[src/rtl/nbs_pkg.sv]
package nbs_pkg;

    localparam logic [7:0] ERASED_BYTE = 8'hFF;

    typedef enum logic [1:0] {
        ST_IDLE,
        ST_FETCH,
        ST_WRITE,
        ST_DONE
    } scan_state_e;

    // Outcome of one accepted fetch
    typedef struct packed {
        logic bad_now;      // returned marker byte is not erased
        logic need_second;  // page 0 clean: page 1 must be fetched
        logic finish;       // verdict for this block is settled
    } judge_t;

    function automatic logic marker_is_bad(input logic [7:0] b);
        return b != ERASED_BYTE;
    endfunction

endpackage

[src/rtl/nbs_walker.sv]
module nbs_walker #(
    parameter int NUM_BLOCKS      = 2048,
    parameter int PAGES_PER_BLOCK = 64,
    localparam int BLK_W = $clog2(NUM_BLOCKS),
    localparam int PG_W  = $clog2(PAGES_PER_BLOCK),
    localparam int ROW_W = BLK_W + PG_W
) (
    input  logic             clk,
    input  logic             rst,
    input  logic             clear,
    input  logic             advance_page,
    input  logic             advance_block,
    output logic [BLK_W-1:0] blk,
    output logic             page_sel,
    output logic [ROW_W-1:0] row,
    output logic             last_block
);

    always_ff @(posedge clk) begin
        if (rst || clear) begin
            blk      <= '0;
            page_sel <= 1'b0;
        end else if (advance_block) begin
            blk      <= blk + BLK_W'(1);
            page_sel <= 1'b0;
        end else if (advance_page) begin
            page_sel <= 1'b1;
        end
    end

    assign last_block = (blk == BLK_W'(NUM_BLOCKS - 1));

    generate
        if ((1 << PG_W) == PAGES_PER_BLOCK) begin : g_pow2_row
            assign row = {blk, PG_W'(page_sel)};
        end else begin : g_mul_row
            assign row = ROW_W'(blk) * ROW_W'(PAGES_PER_BLOCK) + ROW_W'(page_sel);
        end
    endgenerate

endmodule

[src/rtl/nbs_judge.sv]
module nbs_judge
    import nbs_pkg::*;
(
    input  logic       clk,
    input  logic       rst,
    input  logic       clear,
    input  logic       take,
    input  logic [7:0] data,
    input  logic       page_sel,
    output judge_t     judge,
    output logic       verdict_bad
);

    always_comb begin
        judge.bad_now     = marker_is_bad(data);
        judge.need_second = take && !judge.bad_now && !page_sel;
        judge.finish      = take && (judge.bad_now || page_sel);
    end

    always_ff @(posedge clk) begin
        if (rst || clear) begin
            verdict_bad <= 1'b0;
        end else if (judge.finish) begin
            verdict_bad <= judge.bad_now;
        end
    end

endmodule

[src/rtl/nbs_tally.sv]
module nbs_tally #(
    parameter int NUM_BLOCKS = 2048,
    parameter int BAD_LIMIT  = 40,
    localparam int CNT_W = $clog2(NUM_BLOCKS + 1)
) (
    input  logic             clk,
    input  logic             rst,
    input  logic             clear,
    input  logic             bump,
    output logic [CNT_W-1:0] count,
    output logic             warn
);

    logic [CNT_W-1:0] count_n;

    always_comb begin
        count_n = count;
        if (bump && count != CNT_W'(NUM_BLOCKS))
            count_n = count + CNT_W'(1);
    end

    always_ff @(posedge clk) begin
        if (rst || clear) begin
            count <= '0;
            warn  <= 1'b0;
        end else begin
            count <= count_n;
            warn  <= (32'(count_n) > BAD_LIMIT);
        end
    end

endmodule

[src/rtl/nbs_scanner.sv]
module nbs_scanner
    import nbs_pkg::*;
#(
    parameter int NUM_BLOCKS      = 2048,
    parameter int PAGES_PER_BLOCK = 64,
    parameter int PAGE_BYTES      = 2112,
    parameter int SPARE_COL       = 2048,
    parameter int BAD_LIMIT       = 40,
    localparam int BLK_W = $clog2(NUM_BLOCKS),
    localparam int PG_W  = $clog2(PAGES_PER_BLOCK),
    localparam int ROW_W = BLK_W + PG_W,
    localparam int COL_W = $clog2(PAGE_BYTES),
    localparam int CNT_W = $clog2(NUM_BLOCKS + 1)
) (
    input  logic             clk,
    input  logic             rst,
    input  logic             start,
    output logic             busy,
    output logic             done,
    output logic [CNT_W-1:0] bad_count,
    output logic             warn,
    output logic             rd_req,
    output logic [ROW_W-1:0] rd_row,
    output logic [COL_W-1:0] rd_col,
    input  logic             rd_ack,
    input  logic [7:0]       rd_data,
    output logic             tbl_we,
    output logic [BLK_W-1:0] tbl_idx,
    output logic             tbl_bad
);

    scan_state_e      state, state_n;
    logic             launch, take;
    logic [BLK_W-1:0] blk;
    logic             page_sel, last_block, verdict_bad;
    judge_t           judge;

    assign launch = (state == ST_IDLE) && start;
    assign take   = (state == ST_FETCH) && rd_ack;

    always_ff @(posedge clk) begin
        if (rst) state <= ST_IDLE;
        else     state <= state_n;
    end

    always_comb begin
        state_n = state;
        unique case (state)
            ST_IDLE:  if (start) state_n = ST_FETCH;
            ST_FETCH: if (judge.finish) state_n = ST_WRITE;
            ST_WRITE: state_n = last_block ? ST_DONE : ST_FETCH;
            ST_DONE:  state_n = ST_IDLE;
            default:  state_n = ST_IDLE;
        endcase
    end

    nbs_walker #(
        .NUM_BLOCKS      (NUM_BLOCKS),
        .PAGES_PER_BLOCK (PAGES_PER_BLOCK)
    ) u_walker (
        .clk           (clk),
        .rst           (rst),
        .clear         (launch),
        .advance_page  (judge.need_second),
        .advance_block ((state == ST_WRITE) && !last_block),
        .blk           (blk),
        .page_sel      (page_sel),
        .row           (rd_row),
        .last_block    (last_block)
    );

    nbs_judge u_judge (
        .clk         (clk),
        .rst         (rst),
        .clear       (launch),
        .take        (take),
        .data        (rd_data),
        .page_sel    (page_sel),
        .judge       (judge),
        .verdict_bad (verdict_bad)
    );

    nbs_tally #(
        .NUM_BLOCKS (NUM_BLOCKS),
        .BAD_LIMIT  (BAD_LIMIT)
    ) u_tally (
        .clk   (clk),
        .rst   (rst),
        .clear (launch),
        .bump  ((state == ST_WRITE) && verdict_bad),
        .count (bad_count),
        .warn  (warn)
    );

    assign rd_req  = (state == ST_FETCH);
    assign rd_col  = COL_W'(SPARE_COL);
    assign tbl_we  = (state == ST_WRITE);
    assign tbl_idx = blk;
    assign tbl_bad = verdict_bad;
    assign done    = (state == ST_DONE);
    assign busy    = (state != ST_IDLE);

endmodule

[config.mk]
export PLATFORM = sky130hd
export DESIGN_NAME = nbs_scanner
export DESIGN_NICKNAME = d
export VERILOG_FILES = /design/src/rtl/nbs_pkg.sv /design/src/rtl/nbs_walker.sv /design/src/rtl/nbs_judge.sv /design/src/rtl/nbs_tally.sv /design/src/rtl/nbs_scanner.sv
export SDC_FILE = /design/constraint.sdc
export NUM_CORES = 1
export LEC_CHECK = 0
export ABC_AREA = 1
export BUFFER_PORTS_ARGS = -buffer_cell sky130_fd_sc_hd__buf_2
export CAP_MARGIN = 20
export CORE_UTILIZATION = 35
export CTS_CLUSTER_SIZE = 40
export DETAILED_ROUTE_END_ITERATION = 6
export PLACE_DENSITY = 0.61
export SKIP_CTS_REPAIR_TIMING = 1
export SYNTH_ARGS = -nofsm -noshare
export SYNTH_HDL_FRONTEND = slang
export SYNTH_SLANG_ARGS = --single-unit
[constraint.sdc]
create_clock -name clk -period 3.34 [get_ports clk]
set_input_delay 0.334 -clock clk [delete_from_list [all_inputs] [get_ports clk]]
set_output_delay 0.334 -clock clk [all_outputs]
set_load 0.05 [all_outputs]
==> flow_metrics.tcl, run 1 <==
set metrics [dict create \
    outcome "completed" \
    fp.dieH_um 74.4 \
    gr-usage-met2_pct 23.6 \
    die-area_um2 5530 \
    grt_use_met3_pct 1.90 \
    hpwl_um 2970 \
    fin_util_pct 42.5 \
    finalSetupViolations 0 \
    synthCells 270 \
    peakVddDrop_mv 0.147 \
    critPathLaunchType "register" \
    grt_max_degree 22 \
    cts_num_sinks 28 \
    clk_pin_slew_ns 0.10 \
    synth_seq_area_share_pct 30.6 \
    required_ns 3.55 \
    insertion_delay_ns 0.27 \
    rows 25 \
    antenna_found_initial 0 \
    ff2ff_setup_slack_ns 1.61 \
    dr.pass1.iters 4 \
    fp.dieW_um 74.4 \
    skew_ns 0.00680 \
    place_ws_ns 1.63 \
    final_min_period_over_clock_period_pct 51.7 \
    drt_iter0_markers 67 \
    grt_usage_pct 14.2 \
    grt_pass1_wl_um 6100 \
    tns_ns 0 \
    antenna_left 0 \
    wl_per_cell_um 10.0 \
    avgSynthCellArea_um2 6.79 \
    drcViolationCount 0 \
    synth.top_cell.area_share_pct 30.6 \
    initial_core_util_pct 37.6 \
    fin_ws_ns 1.61 \
    slowest_stage "dfxtp_1" \
    place_congestion 0.784 \
    drt-total-wl_um 3790 \
    ys_ff_latch 28 \
    viasPerCell 4.32 \
    grt_pass1_vias 1380 \
    synthesis.area_um2 1830 \
    core-area_um2 4880 \
    top_usage_layer "met2" \
    reg2reg_depth 9 \
    cp_cell_sequence "ha_1, nand4_2, nor3_4, nand3_2, nand2_2, inv_2, nand3_1, nand2_1, nor2_1" \
    cpPeakStageDelay_ns 0.40 \
    reg2reg_from "u_walker.blk[0]$_SDFFE_PP0P_" \
    grt_setup_unrepaired "false" \
    root_buffer "clkbuf_8" \
    critPathArrivalTime_ns 1.94 \
    power_density_nw_per_um2 354 \
    overflow 0 \
    layout-drive-gt1-share_pct 24.8 \
    use_met1_pct 19.3 \
    pin_count 70 \
    vias 1630 \
    period_minus_slack_ns 1.73 \
    r2r_end "u_walker.blk[3]$_SDFFE_PP0P_" \
    nets 326 \
    holdPathStages 2 \
    clock.fmax_mhz 580 \
    crit_fanout 14 \
    design_power_total_mw 0.734 \
    drv_cap 0 \
    clock_path_buffers 2 \
    synth_warnings 0 \
    p_leak_nw 1.06 \
    io_buffers 52 \
    area_delta_synth_final_pct 13.2 \
    ys_top_cells_by_area "dfxtp_1 (31%), nand2_1 (13%), buf_4 (12%), nor2_1 (7.2%), inv_1 (6.1%)" \
    hold_path_end "state[0]$_SDFFE_PP0P_" \
    hold_path.class "in -> reg" \
    cts_tree "yes" \
    slew_violations 0 \
    htreeDepth 1 \
    crit_type "reg -> reg" \
    hp-start "rst" \
    cts_inserted_buffers 3 \
    hold_viol 0 \
    synth_top_cell_by_area "dfxtp_1" \
    end_kind "register" \
    yosysUniqueCellTypes 33 \
    antenna_cells 0 \
]
through the flow:
stage	instances	cell area, µm²	hold WS (ns)
finish	377	2080	0.227
floorplan	285	1890	0.403
CTS	377	2080	0.225
detailed placement	373	2000	0.481
global placement	373	2000	0.476
global route	377	2080	0.233
kinds of logic after synthesis:
group           synth area share, %
compound gates                 9.48
xor+xnor                       4.78
fa+ha+maj                      2.05
buf+inv                        19.7
flops                          30.6
other cells                   0.409
simple gates                   33.0
per-layer routing:
metal | up-vias | part of all wire (%)
met5 | - | 0
met1 | 713 | 50
li1 | 872 | -
met4 | 0 | 0.55
met3 | 2 | 4.5
met2 | 43 | 45
power breakdown:
group          internal [mW]  total (mW)  switching [mW]
logic                 0.0213       0.128           0.106
clock network          0.160       0.264           0.104
registers              0.338       0.342         0.00387
cell usage in the layout (no fill, tap or decap), drive strengths merged:
cell type / n
clkbuf: 3
a21boi: 1
dfxtp: 28
nor3: 5
xnor2: 1
o21ai: 11
a21oi: 13
nor2: 37
ha: 3
nand4: 4
nand3: 15
o211a: 1
o21bai: 1
xor2: 9
buf: 53
nand2: 69
conb: 17
a31oi: 1
inv: 33
bufinv: 1
or2: 2
nand3b: 2
registers in the layout, summed over array words and instances, names as in the netlist:
name,count
u_tally.count,12
u_walker.blk,11
u_judge.verdict_bad,1
u_tally.warn,1
state,2
u_walker.page_sel,1
Yosys cell counts, drive strengths merged:
cell type,instances
a21boi,1
a21oi,13
a31oi,1
buf,31
clkbuf,1
conb,2
dfxtp,28
ha,3
inv,33
nand2,69
nand3,15
nand3b,2
nand4,4
nor2,37
nor3,5
o211a,1
o21ai,11
o21bai,1
or2,2
xnor2,1
xor2,9
worst max path at each step:
| stage | endpoint | slack, ns | depth (start not counted) | from |
|---|---|---|---|---|
| after CTS | u_walker.blk[3]$_SDFFE_PP0P_ | 1.59 | 9 | u_walker.blk[0]$_SDFFE_PP0P_ |
| after global placement | u_walker.blk[3]$_SDFFE_PP0P_ | 1.67 | 9 | u_walker.blk[0]$_SDFFE_PP0P_ |
| after global routing | u_walker.blk[3]$_SDFFE_PP0P_ | 1.41 | 9 | u_walker.blk[1]$_SDFFE_PP0P_ |
| after floorplan | u_walker.blk[6]$_SDFFE_PP0P_ | 1.38 | 9 | u_walker.blk[1]$_SDFFE_PP0P_ |
| final | u_walker.blk[3]$_SDFFE_PP0P_ | 1.61 | 9 | u_walker.blk[0]$_SDFFE_PP0P_ |
| after detailed placement | u_walker.blk[3]$_SDFFE_PP0P_ | 1.63 | 9 | u_walker.blk[0]$_SDFFE_PP0P_ |
critical path: cells and delay by family, from the launching register on:
kind,cells,cell delay (ns)
simple gates,7,0.91
flops,1,0.40
fa+ha+maj,1,0.23
buf+inv,1,0.13
layout make-up:
class / count / area [µm²]
multi-input cells: 192 / 968
fillers: 546 / 2800
repair buffers: 53 / 268
clock buffers: 3 / 41.3
clock inverters: 1 / 30.0
flip-flops and latches: 28 / 561
well taps: 67 / 83.8
inverters: 33 / 124
No activity file was read; power rests on OpenSTA's default activity.
==> run 2: changes to the inputs <==
--- a/config.mk
+++ b/config.mk
@@ -5,13 +5,13 @@
 export SDC_FILE = /design/constraint.sdc
 export NUM_CORES = 1
 export LEC_CHECK = 0
-export ABC_AREA = 1
+export ABC_AREA = 0
 export BUFFER_PORTS_ARGS = -buffer_cell sky130_fd_sc_hd__buf_2
 export CAP_MARGIN = 20
 export CORE_UTILIZATION = 35
 export CTS_CLUSTER_SIZE = 40
 export DETAILED_ROUTE_END_ITERATION = 6
-export PLACE_DENSITY = 0.61
+export PLACE_DENSITY = 0.62
 export SKIP_CTS_REPAIR_TIMING = 1
 export SYNTH_ARGS = -nofsm -noshare
 export SYNTH_HDL_FRONTEND = slang
==> constraint.sdc (replaced) <==
create_clock -name clk -period 1.8 [get_ports clk]
set_input_delay 0.18 -clock clk [delete_from_list [all_inputs] [get_ports clk]]
set_output_delay 0.18 -clock clk [all_outputs]
set_load 0.05 [all_outputs]
==> run 2 against run 1 <==
  * Sequential cell count is the same
  * Total power grew 67%
  * Via count shrank 4.4%
  * Sequential power grew 82%
  * Combinational power grew 56%
  * Clock-buffer cell count grew 1
==> flow_metrics.tcl, run 2 <==
set metrics [dict create \
    hold_path_end "state[0]$_SDFFE_PP0P_" \
    final_cells 320 \
    nets 269 \
    grt_setup_unrepaired "false" \
    drt-total-wl_um 3750 \
    die-area_um2 5180 \
    critPathLaunchType "register" \
    reg2reg_from "u_tally.count[0]$_SDFF_PP0_" \
    holdPathStages 2 \
    largest_reg_flops 12 \
    r2r_end "u_tally.warn$_SDFF_PP0_" \
    vias 1559 \
    antenna_found_initial 0 \
    async_flop_share_pct 0 \
    antenna_left 0 \
    hp-start "rst" \
    synthesis.area_um2 1710 \
    slew_violations 0 \
    cts_tree "yes" \
    final_min_period_over_clock_period_pct 93.6 \
    root_buffer "clkbuf_8" \
    synth_edf_count 0 \
    hold_viol 0 \
    core-area_um2 4720 \
    reg2reg_depth 7 \
    pin_count 70 \
    required_ns 2.01 \
    synth_seq_area_share_pct 32.7 \
    initial_core_util_pct 36.3 \
    ys_ff_latch 28 \
    p_leak_nw 0.862 \
    viasPerCell 4.87 \
    cts_num_sinks 28 \
    outcome "completed" \
    layout_common_cells "buf_2 (52), nor2_1 (27), conb_1 (17), dfxtp_2 (13)" \
    synth.top_cell.area_share_pct 32.7 \
    layout-drive-gt1-share_pct 39.1 \
    ys.flop_type "dfxtp_1" \
    crit_fanout 5 \
    tns_ns 0 \
    critPathArrivalTime_ns 1.89 \
    yosys-top-cells-count "buf_4 (29), dfxtp_1 (28), nor2_1 (27)" \
    period_minus_slack_ns 1.68 \
    top_register "u_tally.count" \
    clk_pin_slew_ns 0.10 \
    htreeDepth 1 \
    drv_cap 0 \
    insertion_delay_ns 0.28 \
    finalSetupViolations 0 \
    grt_pass1_wl_um 5880 \
    drcViolationCount 0 \
    clock.fmax_mhz 594 \
    io_buffers 52 \
    yosysUniqueCellTypes 45 \
    synth_top_cell_by_area "dfxtp_1" \
    top_regs "u_tally.count (12), u_walker.blk (11), state (2)" \
    skew_ns 0.00439 \
    synth_warnings 0 \
    layout_commonest_cell "buf_2" \
    dr.pass1.iters 4 \
    fp.dieW_um 72.0 \
    peakVddDrop_mv 0.321 \
    place_ws_ns 0.0888 \
    overflow 0 \
    end_kind "register" \
    fin_ws_ns 0.115 \
    area_delta_synth_final_pct 20.3 \
    synthCells 211 \
    hpwl_um 2740 \
    antenna_cells 0 \
    dp.cells 313 \
    wl_per_cell_um 11.7 \
    avgSynthCellArea_um2 8.12 \
    grt_max_degree 16 \
    fp.dieH_um 72.0 \
    power_density_nw_per_um2 595 \
    rows 25 \
    grt_usage_pct 14.2 \
    yosysMostFrequentCell "buf_4" \
    clock_path_buffers 2 \
    cts_inserted_buffers 3 \
    ys_top_cells_by_area "dfxtp_1 (33%), buf_4 (13%), nor2_1 (5.9%), xnor2_1 (5.1%), xor2_1 (3.6%)" \
    grt_pass1_vias 1275 \
    hold_path.class "in -> reg" \
    place_congestion 0.828 \
    ff2ff_setup_slack_ns 0.12 \
    crit_type "reg -> reg" \
    drt_iter0_markers 65 \
]
run 2: power breakdown:
| part | total (mW) | switching, mW | internal (mW) |
|---|---|---|---|
| clock | 0.404 | 0.207 | 0.196 |
| combinational | 0.200 | 0.158 | 0.0424 |
| sequential | 0.623 | 0.00413 | 0.619 |
| total | 1.23 | 0.369 | 0.858 |
run 2: logic make-up after synthesis:
logic type | Yosys count | synth area share (%)
XOR/XNOR | 17 | 8.69
AO/OA/AOI/OAI | 28 | 11.5
AND/OR/NAND/NOR | 86 | 26.7
other | 2 | 0.438
flip-flops | 28 | 32.7
adder cells (fa/ha/maj) | 3 | 2.19
buffers and inverters | 45 | 16.6
multiplexers | 2 | 1.24
run 2: cell type report:
| type | instances | area (µm²) |
|---|---|---|
| inverters | 5 | 18.8 |
| fillers | 502 | 2660 |
| flip-flops and latches | 28 | 592 |
| clock buffers | 4 | 55.1 |
| well taps | 67 | 83.8 |
| multi-input cells | 153 | 966 |
| repair buffers | 63 | 347 |
run 2: routing by layer:
| layer | global-route usage [%] | up-vias | wire [µm] |
|---|---|---|---|
| met5 | 0 | - | 0 |
| met4 | 5.01 | 0 | 53 |
| met3 | 3.19 | 7 | 149 |
| met2 | 23.5 | 43 | 1810 |
| met1 | 18.2 | 731 | 1730 |
| li1 | - | 778 | - |
run 2: per-stage QoR:
| step | power [mW] | cell area (µm²) | utilization [%] | hold WS [ns] |
|---|---|---|---|---|
| after floorplan | 0.828 | 1800 | - | 0.252 |
| after global placement | 0.840 | 1940 | 41.1 | 0.412 |
| after detailed placement | 0.841 | 1940 | 41.1 | 0.406 |
| after CTS | 1.24 | 2000 | 42.3 | 0.103 |
| after global routing | 1.27 | 2060 | 43.7 | 0.109 |
| final | 1.23 | 2060 | 43.7 | 0.100 |
run 2: worst max-delay path by stage:
stage,from,end,slack [ns],depth (start not counted)
CTS,state[0]$_SDFFE_PP0P_,u_tally.warn$_SDFF_PP0_,0.05,6
finish,u_tally.count[0]$_SDFF_PP0_,u_tally.warn$_SDFF_PP0_,0.12,7
global placement,state[0]$_SDFFE_PP0P_,u_tally.warn$_SDFF_PP0_,0.12,6
detailed placement,u_tally.count[0]$_SDFF_PP0_,u_tally.warn$_SDFF_PP0_,0.09,7
global route,u_tally.count[0]$_SDFF_PP0_,u_tally.warn$_SDFF_PP0_,0.02,7
floorplan,u_judge.verdict_bad$_SDFFE_PP0P_,u_tally.warn$_SDFF_PP0_,0.004,6
run 2: critical path, stage by stage, from the launching register on:
cell and delay, ns:
dfxtp_4 0.38, inv_1 0.09, ha_1 0.20, nor4b_2 0.15, a31oi_2 0.31, mux2i_1 0.28, a31oi_1 0.12, o211ai_1 0.09
==> run 3: changes to the inputs <==
--- a/config.mk
+++ b/config.mk
@@ -8,6 +8,7 @@
 export ABC_AREA = 0
 export BUFFER_PORTS_ARGS = -buffer_cell sky130_fd_sc_hd__buf_2
 export CAP_MARGIN = 20
+export CORE_ASPECT_RATIO = 0.7
 export CORE_UTILIZATION = 35
 export CTS_CLUSTER_SIZE = 40
 export DETAILED_ROUTE_END_ITERATION = 6
==> run 3 against run 2 <==
  * Via count grew 1.2%
  * Clock skew shrank 0.0016 ns
  * Clock power shrank 15%
  * Sequential share of layout area shrank 0.73 points
  * Global-route usage grew 1.3 points
==> flow_metrics.tcl, run 3 (synthesis results as in run 2) <==
set metrics [dict create \
    initial_core_util_pct 37.8 \
    pin_count 70 \
    layout_common_cells "buf_2 (52), nor2_1 (27), buf_4 (22), conb_1 (17), dfxtp_2 (15)" \
    dp.cells 323 \
    power_density_nw_per_um2 559 \
    clock.fmax_mhz 567 \
    crit_fanout 6 \
    p_comb_share_pct 17.3 \
    slew_violations 0 \
    grt_max_degree 15 \
    crit_type "reg -> reg" \
    switching_share_pct 30.4 \
    drt_iter0_markers 89 \
    antenna_found_initial 0 \
    grt_pass1_vias 1334 \
    die-area_um2 5190 \
    r2r_end "u_tally.warn$_SDFF_PP0_" \
    clk_pin_slew_ns 0.09 \
    hold_path.class "in -> reg" \
    clock_path_buffers 2 \
    finalSetupViolations 0 \
    outcome "completed" \
    hpwl_um 3070 \
    core-area_um2 4530 \
    layout_commonest_cell "buf_2" \
    layout-drive-gt1-share_pct 39.5 \
    overflow 0 \
    wl_per_cell_um 11.9 \
    area_delta_synth_final_pct 22.4 \
    io_buffers 52 \
    critPathArrivalTime_ns 1.92 \
    drt-total-wl_um 3920 \
    antenna_left 0 \
    end_kind "register" \
    drv_cap 0 \
    fp.dieW_um 85.6 \
    critPathLaunchType "register" \
    power_frac_clock_pct 29.4 \
    skew_ns 0.00275 \
    dr.pass1.iters 4 \
    reg2reg_depth 7 \
    largest_reg_flops 12 \
    grt_pass1_wl_um 6270 \
    grt_usage_pct 15.5 \
    top_regs "u_tally.count (12), u_walker.blk (11), state (2)" \
    required_ns 1.95 \
    htreeDepth 1 \
    grt_setup_unrepaired "true" \
    peakVddDrop_mv 0.267 \
    antenna_cells 0 \
    crit_start "u_tally.count[0]$_SDFF_PP0_" \
    crit_end "u_tally.warn$_SDFF_PP0_" \
    cts_tree "yes" \
    p_seq_share_pct 53.3 \
    final_cells 329 \
    viasPerCell 4.80 \
    fp.dieH_um 60.6 \
    hold_slack_ns 0.100 \
    ff2ff_setup_slack_ns 0.04 \
    top_register "u_tally.count" \
    fin_util_pct 46.3 \
    reg2reg_from "u_tally.count[0]$_SDFF_PP0_" \
    place_ws_ns -0.0334 \
    vias 1578 \
    hp-start "rst" \
    p_int_mw 0.816 \
    root_buffer "clkbuf_8" \
    cts_num_sinks 28 \
    drcViolationCount 0 \
    final_min_period_over_clock_period_pct 98.0 \
    p_switching_mw 0.357 \
    nets 280 \
    p_leak_nw 0.917 \
    rows 20 \
    hold_viol 0 \
    period_minus_slack_ns 1.76 \
    place_congestion 0.773 \
    fin_ws_ns 0.0361 \
    cts_inserted_buffers 3 \
    insertion_delay_ns 0.27 \
]
-- run 3: changes by cell type in the layout (fill, tap and decap cells not counted), sizes merged --
cell    before  now
buf         63   74
clkbuf       4    3
-- run 3: metrics by stage --
stage | area, µm² | total power, mW | TNS (ns)
2_1_floorplan | 1800 | 0.828 | 0
3_3_place_gp | 2020 | 0.842 | 0
3_5_place_dp | 2020 | 0.842 | -0.0334
4_1_cts | 2060 | 1.19 | -0.0638
5_1_grt | 2100 | 1.23 | -0.119
6_report | 2100 | 1.17 | 0
-- run 3: cell type report --
cell class	instances	area, µm²
Tap cell	66	82.6
Sequential cell	28	587
Timing Repair Buffer	74	425
Inverter	5	18.8
Fill cell	472	2430
Clock buffer	3	41.3
Multi-Input combinational cell	153	943
-- run 3: worst min path at each step --
stage,to,slack (ns),cells past startpoint
2_1_floorplan,state[0]$_SDFFE_PP0P_,0.25,1
3_3_place_gp,state[1]$_SDFFE_PP0P_,0.41,2
3_5_place_dp,state[1]$_SDFFE_PP0P_,0.40,2
4_1_cts,state[1]$_SDFFE_PP0P_,0.1,2
5_1_grt,state[0]$_SDFFE_PP0P_,0.08,2
6_report,state[0]$_SDFFE_PP0P_,0.10,2
-- run 3: power by group through the flow --
stage               clock network (mW)  registers (mW)  logic, mW
finish                           0.345           0.625      0.202
global placement                     0           0.639      0.203
global route                     0.391           0.626      0.216
floorplan                            0           0.649      0.179
detailed placement                   0           0.639      0.203
CTS                              0.362           0.625      0.203
-- run 3: metal layers --
layer	GRT usage, %	vias to the layer above	share of wire, %
li1	-	802	-
met1	22.2	722	51
met2	23.3	52	42
met3	4.35	2	5.7
met4	3.57	0	0.77
met5	0	-	0
-- run 3: critical path, stage by stage, from the launching register on --
cell      delay, ns
dfxtp_4        0.39
inv_1          0.08
ha_1           0.33
nand2b_1       0.18
a211oi_1       0.26
o32ai_1        0.13
a31oi_1        0.17
o211ai_1       0.10
